$ cat src/rtl/rgps_pkg.sv
package rgps_pkg;

    // Acquisition phase of one read
    typedef enum logic [1:0] {
        PH_OFF  = 2'd0,
        PH_ZPS  = 2'd1,
        PH_RUN  = 2'd2
    } phase_e;

    // Synchronized control inputs
    typedef struct packed {
        logic rg;
        logic flc_n;
        logic hold;
    } ctl_t;

    localparam int CTL_W = $bits(ctl_t);

    // Expected preamble spacing in sampling cycles
    function automatic int unsigned exp_spacing(int unsigned t_cyc, logic pat3t);
        return pat3t ? t_cyc * 3 : t_cyc * 2;
    endfunction

    // Interval within +/-25 % of the expected spacing
    function automatic logic gap_ok(int unsigned gap, int unsigned exp);
        return (gap * 4 >= exp * 3) && (gap * 4 <= exp * 5);
    endfunction

endpackage

$ cat src/rtl/rgps_sync.sv
module rgps_sync #(
    parameter int W      = 3,
    parameter int STAGES = 2
) (
    input  logic         clk,
    input  logic         rst,
    input  logic [W-1:0] d_async,
    input  logic [W-1:0] rst_val,
    output logic [W-1:0] q
);
    logic [W-1:0] stage_q [STAGES];

    always_ff @(posedge clk) begin
        if (rst) stage_q[0] <= rst_val;
        else     stage_q[0] <= d_async;
    end

    for (genvar s = 1; s < STAGES; s++) begin : g_stage
        always_ff @(posedge clk) begin
            if (rst) stage_q[s] <= rst_val;
            else     stage_q[s] <= stage_q[s-1];
        end
    end

    assign q = stage_q[STAGES-1];
endmodule

$ cat src/rtl/rgps_zps_timer.sv
module rgps_zps_timer #(
    parameter int ZPS_CYCLES = 8
) (
    input  logic clk,
    input  logic rst,
    input  logic start,
    input  logic abort,
    output logic active,
    output logic done
);
    localparam int ZW = $clog2(ZPS_CYCLES + 1);
    localparam logic [ZW-1:0] LOAD = ZW'(ZPS_CYCLES);

    logic [ZW-1:0] cnt_q;
    logic          done_q;

    always_ff @(posedge clk) begin
        if (rst || abort) begin
            cnt_q  <= '0;
            done_q <= 1'b0;
        end else if (start) begin
            cnt_q  <= LOAD;
            done_q <= 1'b0;
        end else if (cnt_q != '0) begin
            cnt_q  <= cnt_q - 1'b1;
            done_q <= (cnt_q == ZW'(1));
        end else begin
            done_q <= 1'b0;
        end
    end

    assign active = (cnt_q != '0);
    assign done   = done_q;
endmodule

$ cat src/rtl/rgps_run_detect.sv
module rgps_run_detect
    import rgps_pkg::*;
#(
    parameter int CNT_W      = 8,
    parameter int TW         = 6,
    parameter int RUN_THRESH = 16
) (
    input  logic          clk,
    input  logic          rst,
    input  logic          in_read,
    input  logic          enable,
    input  logic          pulse,
    input  logic          pat3t,
    input  logic [TW-1:0] t_cycles,
    output logic          det
);
    localparam int RW = $clog2(RUN_THRESH + 1);
    localparam logic [CNT_W-1:0] GAP_MAX = '1;
    localparam logic [RW-1:0]    RUN_TOP = RW'(RUN_THRESH);

    logic [CNT_W-1:0] gap_q;
    logic             have_ref_q;
    logic [RW-1:0]    run_q;
    logic             det_q;
    logic             qual;

    always_comb begin
        qual = gap_ok(32'(gap_q), exp_spacing(32'(t_cycles), pat3t));
    end

    always_ff @(posedge clk) begin
        if (rst || !enable) begin
            gap_q      <= '0;
            have_ref_q <= 1'b0;
            run_q      <= '0;
        end else if (pulse) begin
            gap_q      <= CNT_W'(1);
            have_ref_q <= 1'b1;
            if (have_ref_q) begin
                if (!qual)                run_q <= '0;
                else if (run_q != RUN_TOP) run_q <= run_q + 1'b1;
            end
        end else if (gap_q != GAP_MAX) begin
            gap_q <= gap_q + 1'b1;
        end
    end

    always_ff @(posedge clk) begin
        if (rst || !in_read)       det_q <= 1'b0;
        else if (run_q == RUN_TOP) det_q <= 1'b1;
    end

    assign det = det_q;
endmodule

$ cat src/rtl/rg_preamble_seq.sv
module rg_preamble_seq
    import rgps_pkg::*;
#(
    parameter int SYNC_STAGES = 2,
    parameter int ZPS_CYCLES  = 8,
    parameter int CNT_W       = 8,
    parameter int TW          = 6,
    parameter int RUN_THRESH  = 16
) (
    input  logic          clk,
    input  logic          rst,
    input  logic          read_gate,
    input  logic          flock_en_n,
    input  logic          hold,
    input  logic          rd_pulse,
    input  logic          cfg_pat3t,
    input  logic [TW-1:0] cfg_t_cycles,
    output logic          flock_mode,
    output logic          track_mode,
    output logic          zps_active,
    output logic          zps_done,
    output logic          coast,
    output logic          preamble_det
);
    localparam ctl_t CTL_RST = '{rg: 1'b0, flc_n: 1'b0, hold: 1'b0};

    ctl_t   ctl_raw, ctl_s;
    logic   rg_s, hold_s, flc_n_s;
    phase_e phase_q;
    logic   zps_start, zps_act, zps_end;
    logic   flock_q, flock_nxt, track_q, coast_q;

    assign ctl_raw = '{rg: read_gate, flc_n: flock_en_n, hold: hold};

    rgps_sync #(.W(CTL_W), .STAGES(SYNC_STAGES)) u_sync (
        .clk     (clk),
        .rst     (rst),
        .d_async (ctl_raw),
        .rst_val (CTL_RST),
        .q       (ctl_s)
    );

    assign rg_s    = ctl_s.rg;
    assign hold_s  = ctl_s.hold;
    assign flc_n_s = ctl_s.flc_n;

    assign zps_start = rg_s && (phase_q == PH_OFF);

    rgps_zps_timer #(.ZPS_CYCLES(ZPS_CYCLES)) u_zps (
        .clk    (clk),
        .rst    (rst),
        .start  (zps_start),
        .abort  (!rg_s),
        .active (zps_act),
        .done   (zps_end)
    );

    always_ff @(posedge clk) begin
        if (rst || !rg_s) begin
            phase_q <= PH_OFF;
        end else begin
            unique case (phase_q)
                PH_OFF:  phase_q <= PH_ZPS;
                PH_ZPS:  if (zps_end) phase_q <= PH_RUN;
                default: phase_q <= PH_RUN;
            endcase
        end
    end

    rgps_run_detect #(
        .CNT_W      (CNT_W),
        .TW         (TW),
        .RUN_THRESH (RUN_THRESH)
    ) u_run (
        .clk      (clk),
        .rst      (rst),
        .in_read  (rg_s),
        .enable   (phase_q == PH_RUN),
        .pulse    (rd_pulse),
        .pat3t    (cfg_pat3t),
        .t_cycles (cfg_t_cycles),
        .det      (preamble_det)
    );

    // Frequency lock forced outside read; released for good once the enable goes high
    always_comb begin
        if (!rg_s)        flock_nxt = 1'b1;
        else if (flc_n_s) flock_nxt = 1'b0;
        else              flock_nxt = flock_q;
    end

    always_ff @(posedge clk) begin
        if (rst) begin
            flock_q <= 1'b1;
            track_q <= 1'b0;
            coast_q <= 1'b0;
        end else begin
            flock_q <= flock_nxt;
            track_q <= rg_s && !flock_nxt;
            coast_q <= rg_s && hold_s;
        end
    end

    assign flock_mode = flock_q;
    assign track_mode = track_q;
    assign coast      = coast_q;
    assign zps_active = zps_act;
    assign zps_done   = zps_end;
endmodule

$ cat config.mk
export PLATFORM = sky130hd
export DESIGN_NAME = rg_preamble_seq
export DESIGN_NICKNAME = d
export VERILOG_FILES = /design/src/rtl/rgps_pkg.sv /design/src/rtl/rgps_sync.sv /design/src/rtl/rgps_zps_timer.sv /design/src/rtl/rgps_run_detect.sv /design/src/rtl/rg_preamble_seq.sv
export SDC_FILE = /design/constraint.sdc
export NUM_CORES = 1
export LEC_CHECK = 0
export BUFFER_PORTS_ARGS = -buffer_cell sky130_fd_sc_hd__buf_2
export CAP_MARGIN = 10
export CORE_UTILIZATION = 45
export DETAILED_ROUTE_END_ITERATION = 8
export HOLD_SLACK_MARGIN = 0.06
export PLACE_DENSITY = 0.6
export SKIP_LAST_GASP = 1
export SLEW_MARGIN = 20
export SYNTH_ARGS = -nofsm -noshare
export SYNTH_HDL_FRONTEND = slang
export SYNTH_HIERARCHICAL = 1
export SYNTH_SLANG_ARGS = --single-unit
$ cat constraint.sdc
create_clock -name clk -period 7.1 [get_ports clk]
set_clock_uncertainty 0.15 [all_clocks]
set_input_delay 1.42 -clock clk [delete_from_list [all_inputs] [get_ports clk]]
set_output_delay 1.42 -clock clk [all_outputs]
set_load 0.02 [all_outputs]
==> impl_metrics.json, run 1 <==
{
  "hpwl_um": 3953,
  "antenna_cells": 0,
  "yosysTopAreaCell": "dfxtp_1",
  "antenna_left": 0,
  "ys.flop_type": "dfxtp_1",
  "die_area_um2": 6037,
  "num_vias": 2096,
  "ys_ff_latch": 31,
  "dp.cells": 386,
  "crit_arrival_ns": 5.83,
  "path_delay_family": "compound AO/OA/AOI/OAI gates",
  "synthCells": 295,
  "hold_class": "flip-flop to flip-flop",
  "startpoint_type": "input port",
  "viasPerCell": 5.320,
  "p_per_area_nw_per_um2": 188.7,
  "drtIter0Drc": 63,
  "cts_tree": "done",
  "cpMaxStageDelayCell": "o21ai_1",
  "crit_path_start": "cfg_t_cycles[0]",
  "cts_made_buffers": 5,
  "finalCriticalPeriod_ns": 5.767,
  "instances_no_fill": 394,
  "crit_path_cell_trace": "buf_2 > ha_1 > fa_1 > xnor2_1 > nand2_1 > o21ai_1 > inv_1 > ha_1 > a21oi_1 > o22ai_1 > a222oi_1 > xor2_1 > ha_1 > and3_1 > a221o_1 > a21oi_1 > o21ai_1 > o211ai_1 > a21oi_1",
  "routed_wl_um": 4947,
  "htree_levels": 2,
  "outcome": "complete, no violations",
  "first_pass_iters": 4,
  "timing.fmax_mhz": 173.4,
  "cp_num_buf_inv": 2,
  "finalSetupTns_ns": 0,
  "clock_latency_ns": 0.28,
  "place_congestion": 0.8076,
  "layout-drive-gt1-share_pct": 13.66,
  "yosys_warnings": 6,
  "clk_pin_slew_worst_paths_ns": 0.07,
  "regArea_um2": 620.6,
  "cts.sinks": 31,
  "antenna_found_initial": 0,
  "final_cell_mix": "ha_1 (39), dfxtp_1 (31), inv_1 (22), nor2_1 (22), buf_2 (18)",
  "grt_pass1_vias": 1899,
  "slew_headroom_pct": 56.64,
  "fill_cells": 547,
  "synth_cell_type_count": 56,
  "cts_root_buffer": "clkbuf_8",
  "final_common_cell": "ha_1",
  "die_w_um": 77.70,
  "postCtsSetupRepairBufs": 0,
  "drc": 0,
  "final.period_utilization_pct": 81.23,
  "rsz0062_at_grt": "no",
  "max_slew.worst_pin.slew_ns": 0.6454,
  "async_reset_ff_share_pct": 0,
  "ys_seq_area_share_pct": 24.07,
  "peakVddDrop_v": 0.0001099,
  "coreArea_um2": 5507,
  "r2r_start": "u_run/gap_q[1]$_SDFFE_PP0P_",
  "avgSynthCellArea_um2": 8.741,
  "synthToLayoutAreaGrowth_pct": 10.53,
  "grt_pass1_wl_um": 8625,
  "end_kind": "flip-flop",
  "syn-cell-area_um2": 2579,
  "final_hold_viol_count": 0,
  "die_h_um": 77.70,
  "multi_input_area_um2": 1856,
  "start_util_pct": 46.83,
  "io_buffers": 18,
  "p_leak_nw": 1.269,
  "netlist.area_leader.share_pct": 24.07,
  "final-setup-viol-count": 0,
  "slowest_delay_ns": 0.48,
  "critPathKind": "input port to flip-flop",
  "synth_edf_count": 0,
  "nets": 376,
  "hp-start": "u_sync/stage_q[1][0]$_DFF_P_",
  "wire_per_inst_um": 12.56,
  "cts_buffer_depth": 2,
  "slew_violations": 0,
  "path_max_fanout": 10,
  "hold_buffers": 0,
  "cts_resized": 0,
  "rows": 27,
  "track_usage_pct": 18.00,
  "synth_area_leaders": "dfxtp_1 (24%), ha_1 (19%), xnor2_1 (5.1%), mux2_4 (3.5%), inv_1 (3.2%)",
  "grt_overflow": 0,
  "io-pin-count": 19,
  "grt_max_degree": 16,
  "maxCapViolations": 0,
  "critPathRequiredTime_ns": 7.16
}
-- cell families after synthesis --
group | after synthesis | share of synthesized area [%]
other | 1 | 0.1454
adders and majority gates | 43 | 21.69
muxes | 10 | 5.143
xor gates and xnor gates | 19 | 6.453
DFF | 31 | 24.07
and+or+nand+nor | 90 | 18.83
AOI/OAI and AO/OA | 73 | 18.97
buffers and inverters | 28 | 4.706
-- through the flow --
step / total power [mW] / util, % / hold slack [ns] / area [um^2] / setup WS, ns
2_1_floorplan: 0.3507 / - / 0.2436 / 2597 / 1.616
3_3_place_gp: 0.3867 / 49.94 / 0.2511 / 2750 / 1.099
3_5_place_dp: 0.3906 / 49.94 / 0.2513 / 2750 / 1.035
4_1_cts: 0.5454 / 51.76 / 0.2618 / 2850 / 1.330
5_1_grt: 0.5840 / 51.76 / 0.2831 / 2850 / 0.8415
6_report: 0.5380 / 51.76 / 0.2596 / 2850 / 1.333
-- area by class of cell --
| cell class | count | share of cell area (%) |
|---|---|---|
| multi-input combinational | 241 | 65.10 |
| sequential | 31 | 21.77 |
| clock buffer | 8 | 3.512 |
| timing repair buffer | 19 | 3.424 |
| tap | 72 | 3.161 |
| inverter | 23 | 3.029 |
-- tightest hold or removal path, cell delays in order (launching register included) --
cell	delay [ns]
dfxtp_1	0.30
inv_1	0.04
nor2_1	0.03
-- metal layers --
layer / vias up / global-route usage, % / share of wire (%)
met3: 6 / 3.529 / 2.1
met2: 22 / 30.62 / 46
met4: 0 / 5.094 / 1.2
li1: 1120 / - / -
met5: - / 0 / 0
met1: 948 / 22.91 / 51
-- where the power goes --
part,switching [mW],internal [mW]
combinational,0.110,0.0914
clock,0.0652,0.0884
sequential,0.00323,0.180
-- path summary, 6_finish.rpt --
kind / to / slack (ns) / cells after the start
max reg2reg: u_run/run_q[3]$_SDFFE_PP0P_ / 4.82 / 8
max: u_run/run_q[3]$_SDFFE_PP0P_ / 1.33 / 19
min reg2reg: coast$_SDFF_PP0_ / 0.26 / 2
min: coast$_SDFF_PP0_ / 0.26 / 2
-- sequential cells by signal (all words and copies together), names as in the netlist --
register / count
coast: 1
flock_mode: 1
phase_q: 2
track_mode: 1
u_run/det: 1
u_run/gap_q: 8
u_run/have_ref_q: 1
u_run/run_q: 5
u_sync/stage_q: 6
u_zps/cnt_q: 4
u_zps/done: 1
-- cell usage after synthesis (all sizes together) (2+ instances only) --
cell	count
buf	3
o211ai	5
nor2b	6
mux2	8
inv	22
and2	2
clkbuf	2
o21bai	2
a211oi	6
a31oi	12
o21ai	16
a21o	7
nand4	5
xor2	4
nor4bb	2
nand2	13
a2111oi	2
and3	7
a21oi	15
nor3b	3
nand2b	5
dfxtp	31
xnor2	15
fa	3
nor2	22
nand3	9
ha	39
mux2i	2
nor3	10
(Power assumes the default switching activity.)
==> inputs of run 2 (changes only) <==
clock period = 5.5 ns   (was 7.1 ns; I/O delays follow)
==> run 2 against run 1 <==
Net effect: core utilization rose by 0.86 points; first-iteration DRC count rose by 54%; hold slack barely moved; routed wire length rose by 1.4%; critical endpoint unchanged; combinational power rose by 33%; global-route usage barely moved; register-to-register slack got worse by 1.5 ns; sequential power rose by 29%; power rose by 27%; final area rose by 1.7%; largest cell class unchanged; non-clock buffer count rose by 8.
==> impl_metrics.json, run 2 (synthesized netlist as in run 1, its figures left out) <==
{
  "outcome": "complete, no violations",
  "cp_common_cell": "o21ai_0",
  "htree_levels": 2,
  "p_seq_share_pct": 34.6,
  "coreArea_um2": 5507,
  "die_area_um2": 6037,
  "antenna_cells": 0,
  "final.period_utilization_pct": 91.70,
  "clk_pin_slew_worst_paths_ns": 0.06,
  "final_hold_viol_count": 0,
  "slew_headroom_pct": 58.06,
  "antenna_found_initial": 0,
  "place_congestion": 0.8426,
  "start_util_pct": 46.83,
  "rows": 27,
  "crit_arrival_ns": 5.04,
  "pwr-share-comb_pct": 39.2,
  "path_delay_family": "compound AO/OA/AOI/OAI gates",
  "grt_pass1_vias": 1973,
  "routed_wl_um": 5015,
  "maxCapViolations": 0,
  "final_cell_mix": "ha_1 (39), dfxtp_1 (31), inv_1 (22), nor2_1 (22), buf_2 (18)",
  "final_common_cell": "ha_1",
  "p_per_area_nw_per_um2": 235.9,
  "rsz0062_at_grt": "no",
  "p_leak_nw": 1.304,
  "viasPerCell": 5.357,
  "cts_resized": 0,
  "drc": 0,
  "synthToLayoutAreaGrowth_pct": 12.37,
  "track_usage_pct": 18.03,
  "timing.fmax_mhz": 198.3,
  "place_area_um2": 2810,
  "clkPwrFrac_pct": 26.2,
  "wire_per_inst_um": 12.51,
  "drtIter0Drc": 97,
  "finalCriticalPeriod_ns": 5.044,
  "first_pass_iters": 4,
  "postCtsSetupRepairBufs": 0,
  "hold_class": "flip-flop to flip-flop",
  "cp_num_buf_inv": 2,
  "io-pin-count": 19,
  "clock_latency_ns": 0.27,
  "cts_root_buffer": "clkbuf_8",
  "hpwl_um": 4033,
  "p_sw_mw": 0.2283,
  "cts.sinks": 31,
  "slew_violations": 0,
  "critPathKind": "input port to flip-flop",
  "max_flop_register": "u_run/gap_q",
  "path_max_fanout": 9,
  "max_slew.worst_pin.slew_ns": 0.6243,
  "die_w_um": 77.70,
  "final-setup-viol-count": 0,
  "swShare_pct": 33.40,
  "slowest_delay_ns": 0.41,
  "fill_cells": 554,
  "reg_top3": "u_run/gap_q: 8 flops, u_sync/stage_q: 6 flops, u_run/run_q: 5 flops",
  "cpMaxStageDelayCell": "fa_1",
  "final_cell_area_um2": 2898,
  "num_vias": 2148,
  "antenna_left": 0,
  "dp.cells": 394,
  "hold_buffers": 0,
  "largest_register_ff_count": 8,
  "power.internal_mw": 0.4552,
  "die_h_um": 77.70,
  "io_buffers": 18,
  "end_kind": "flip-flop",
  "finalSetupTns_ns": 0,
  "critPathRequiredTime_ns": 5.50,
  "grt_pass1_wl_um": 8735,
  "grt_max_degree": 16,
  "peakVddDrop_v": 0.0001215,
  "grt_overflow": 0,
  "cts_buffer_depth": 2,
  "startpoint_type": "input port",
  "cts_made_buffers": 5,
  "layout-drive-gt1-share_pct": 15.81,
  "instances_no_fill": 401,
  "cts_tree": "done",
  "nets": 384,
  "crit_path_cell_trace": "buf_2 > ha_1 > fa_1 > a21o_1 > a21oi_1 > xnor2_1 > a21o_1 > inv_1 > xnor2_1 > ha_1 > nor2b_1 > o21ai_0 > nand2b_1 > a21oi_1 > o21ai_0 > o21ai_0 > xnor2_1 > ha_1 > o211ai_1 > o21ai_0 > o211ai_2 > o211ai_1 > a21oi_1"
}
## run 2: cell types whose count changed in the layout (fill, tap and decap cells not counted)
cell and delta:
buf_4 +8, clkbuf_1 -1, clkinv_2 +1, clkbuf_8 -1
## run 2: tightest hold or removal path, stage by stage (launching register included)
cell and delay (ns):
dfxtp_1 0.30, inv_1 0.04, nor2_1 0.03
## run 2: power groups by stage
stage | Sequential, mW | Combinational (mW) | Clock [mW]
floorplan | 0.242 | 0.210 | 0
global placement | 0.241 | 0.266 | 0
detailed placement | 0.241 | 0.269 | 0
CTS | 0.236 | 0.271 | 0.186
global route | 0.237 | 0.307 | 0.197
finish | 0.236 | 0.268 | 0.179
## run 2: final cells by class
type	instances	area (um^2)	share of cell area [%]
Tap cell	72	90.09	3.109
Sequential cell	31	620.6	21.42
Clock inverter	1	5.005	0.1727
Inverter	23	86.33	2.979
Clock buffer	6	82.58	2.850
Timing Repair Buffer	27	157.7	5.440
Multi-Input combinational cell	241	1856	64.03
## run 2: path summary, 6_finish.rpt
path / startpoint / endpoint / slack, ns / depth (start not counted)
max: cfg_t_cycles[0] / u_run/run_q[3]$_SDFFE_PP0P_ / 0.46 / 23
min: u_sync/stage_q[1][0]$_DFF_P_ / coast$_SDFF_PP0_ / 0.26 / 2
max reg2reg: u_run/gap_q[1]$_SDFFE_PP0P_ / u_run/run_q[0]$_SDFFE_PP0P_ / 3.29 / 8
min reg2reg: u_sync/stage_q[1][0]$_DFF_P_ / coast$_SDFF_PP0_ / 0.26 / 2
## run 2: stage by stage
| step | utilization [%] | total power, mW | setup WS, ns | hold slack [ns] |
|---|---|---|---|---|
| floorplan | - | 0.4528 | 0.3364 | 0.2436 |
| global placement | 51.03 | 0.5070 | 0.2049 | 0.2512 |
| detailed placement | 51.03 | 0.5109 | 0.1649 | 0.2511 |
| CTS | 52.62 | 0.6933 | 0.4509 | 0.2623 |
| global route | 52.62 | 0.7412 | 0.02455 | 0.2910 |
| finish | 52.62 | 0.6834 | 0.4563 | 0.2593 |
## run 2: routing by layer
layer / up-vias / global-route usage [%] / share of wire (%)
met4: 0 / 4.528 / 0.54
met1: 981 / 23.57 / 50
met3: 2 / 3.176 / 2.2
met5: - / 0 / 0
li1: 1135 / - / -
met2: 30 / 30.44 / 47
==> inputs of run 3 (changes only) <==
CORE_UTILIZATION = 56   (was 45)
PLACE_DENSITY = 0.73   (was 0.6)
==> run 3 against run 2 <==
Net effect: count of clock-buffer cells in the layout rose by 1; die area fell by 19%; non-clock buffer count fell by 3; power fell by 1.6%; cell count fell by 5.5%; via count rose by 0.37%; setup slack improved by 0.0072 ns; clock power fell by 7%; maximum frequency rose by 0.14%; global-route usage rose by 3.2 points; register-to-register slack improved by 0.02 ns; final area fell by 1.7%; largest cell class unchanged; highest routed layer unchanged.
==> impl_metrics.json, run 3 (synthesized netlist as in run 1, its figures left out) <==
{
  "outcome": "complete, no violations",
  "num_vias": 2156,
  "pwr-share-comb_pct": 40.1,
  "crit_arrival_ns": 5.04,
  "grt_pass1_wl_um": 8556,
  "path_max_fanout": 9,
  "final_cell_mix": "ha_1 (39), dfxtp_1 (31), inv_1 (22), nor2_1 (22), buf_2 (18)",
  "rows": 24,
  "critPathRequiredTime_ns": 5.50,
  "io-pin-count": 19,
  "die_w_um": 69.86,
  "grt_pass1_vias": 2011,
  "end_kind": "flip-flop",
  "maxCapViolations": 0,
  "nets": 381,
  "postCtsSetupRepairBufs": 0,
  "clk_pin_slew_worst_paths_ns": 0.06,
  "r2r_start": "u_run/gap_q[1]$_SDFFE_PP0P_",
  "p_seq_share_pct": 35.2,
  "antenna_left": 0,
  "reg_top3": "u_run/gap_q: 8 flops, u_sync/stage_q: 6 flops, u_run/run_q: 5 flops",
  "synthToLayoutAreaGrowth_pct": 10.43,
  "critPathKind": "input port to flip-flop",
  "layout-drive-gt1-share_pct": 14.98,
  "final_hold_viol_count": 0,
  "cts_root_buffer": "clkbuf_8",
  "finalCriticalPeriod_ns": 5.037,
  "die_area_um2": 4880,
  "clock_latency_ns": 0.27,
  "reg2reg_slack_ns": 3.31,
  "hp-start": "u_sync/stage_q[1][0]$_DFF_P_",
  "wire_per_inst_um": 12.78,
  "fill_cells": 395,
  "hold_class": "flip-flop to flip-flop",
  "clkPwrFrac_pct": 24.8,
  "largest_register_ff_count": 8,
  "htree_levels": 2,
  "p_leak_nw": 1.286,
  "start_util_pct": 58.82,
  "max_flop_register": "u_run/gap_q",
  "grt_overflow": 0,
  "first_pass_iters": 4,
  "slew_headroom_pct": 58.40,
  "timing.fmax_mhz": 198.6,
  "cts.sinks": 31,
  "instances_no_fill": 379,
  "antenna_cells": 0,
  "finalSetupTns_ns": 0,
  "final.period_utilization_pct": 91.57,
  "drtIter0Drc": 148,
  "grt_max_degree": 16,
  "antenna_found_initial": 0,
  "final-setup-viol-count": 0,
  "cts_buffer_depth": 2,
  "die_h_um": 69.86,
  "routed_wl_um": 4844,
  "cts_tree": "done",
  "power.internal_mw": 0.4449,
  "final_common_cell": "ha_1",
  "coreArea_um2": 4384,
  "place_congestion": 0.8262,
  "startpoint_type": "input port",
  "p_per_area_nw_per_um2": 236.1,
  "p_sw_mw": 0.2275,
  "peakVddDrop_v": 0.0001670,
  "io_buffers": 18,
  "max_slew.worst_pin.slew_ns": 0.6192,
  "slew_violations": 0,
  "rsz0062_at_grt": "no",
  "dp.cells": 371,
  "track_usage_pct": 21.26,
  "drc": 0,
  "cts_made_buffers": 5,
  "hold_path_depth": 2,
  "hpwl_um": 3842,
  "viasPerCell": 5.689,
  "worst_r2r_endpoint": "u_run/run_q[4]$_SDFFE_PP0P_",
  "swShare_pct": 33.84,
  "r2r_cells": 8,
  "whs_endpoint": "coast$_SDFF_PP0_"
}
-- run 3: cell count changes in the layout (fill, tap and decap cells not counted) --
cell / before / now
buf_4: 9 / 6
clkbuf_1: 0 / 2
clkbuf_8: 6 / 5
o21ai_1: 3 / 2
o21ai_2: 0 / 1
-- run 3: worst max path at each step --
stage                          from                     endpoint  slack, ns  cells after the start
floorplan           cfg_t_cycles[0]  u_run/run_q[2]$_SDFFE_PP0P_       0.34                     19
global placement    cfg_t_cycles[0]  u_run/run_q[0]$_SDFFE_PP0P_       0.12                     17
detailed placement  cfg_t_cycles[0]  u_run/run_q[3]$_SDFFE_PP0P_       0.06                     17
CTS                 cfg_t_cycles[0]  u_run/run_q[3]$_SDFFE_PP0P_       0.34                     17
global route        cfg_t_cycles[0]  u_run/run_q[4]$_SDFFE_PP0P_       0.07                     24
finish              cfg_t_cycles[0]  u_run/run_q[4]$_SDFFE_PP0P_       0.46                     17
-- run 3: layout make-up --
cell class | count | area (um^2) | share of cell area (%)
clock inverter | 1 | 5.005 | 0.1757
timing repair buffer | 24 | 135.1 | 4.745
tap | 52 | 65.06 | 2.285
multi-input combinational | 241 | 1859 | 65.29
inverter | 23 | 86.33 | 3.032
sequential | 31 | 620.6 | 21.79
clock buffer | 7 | 76.32 | 2.680
-- run 3: metrics by stage --
step / utilization (%) / hold WS, ns / area, um^2 / power, mW / worst slack [ns]
6_report: 64.95 / 0.2574 / 2848 / 0.6724 / 0.4635
3_3_place_gp: 63.01 / 0.2452 / 2763 / 0.5030 / 0.1157
3_5_place_dp: 63.01 / 0.2521 / 2763 / 0.5096 / 0.05544
4_1_cts: 64.87 / 0.2609 / 2844 / 0.6778 / 0.3417
5_1_grt: 64.95 / 0.3047 / 2848 / 0.7270 / 0.07026
2_1_floorplan: - / 0.2436 / 2597 / 0.4528 / 0.3364
-- run 3: power groups by stage --
stage	Combinational, mW	Clock, mW	Sequential (mW)
global placement	0.262	0	0.241
global route	0.306	0.184	0.237
detailed placement	0.268	0	0.241
finish	0.269	0.166	0.237
CTS	0.270	0.172	0.237
floorplan	0.210	0	0.242
-- run 3: what timing repair did --
action | 4_1_cts | 5_1_grt
hold buffers | 0 | 0
resized for setup | 0 | 1
endpoints found under the setup margin | 0 | 1
-- run 3: metal layers --
metal | vias up | wire length [um] | global-route usage (%)
li1 | 1130 | - | -
met1 | 984 | 2355 | 27.42
met2 | 38 | 2304 | 36.22
met3 | 4 | 149 | 4.040
met4 | 0 | 35 | 5.778
met5 | - | 0 | 0
-- run 3: critical path, cell delays in order --
cell and delay (ns):
buf_2 0.12, ha_1 0.24, fa_1 0.43, mux2i_1 0.27, inv_1 0.17, fa_1 0.47, a21oi_1 0.30, o22ai_1 0.11
a222oi_1 0.38, xor2_1 0.19, ha_1 0.26, and3_1 0.16, a221o_1 0.29, a21oi_1 0.16, o21ai_2 0.16, nand4_1 0.13
a31oi_1 0.08
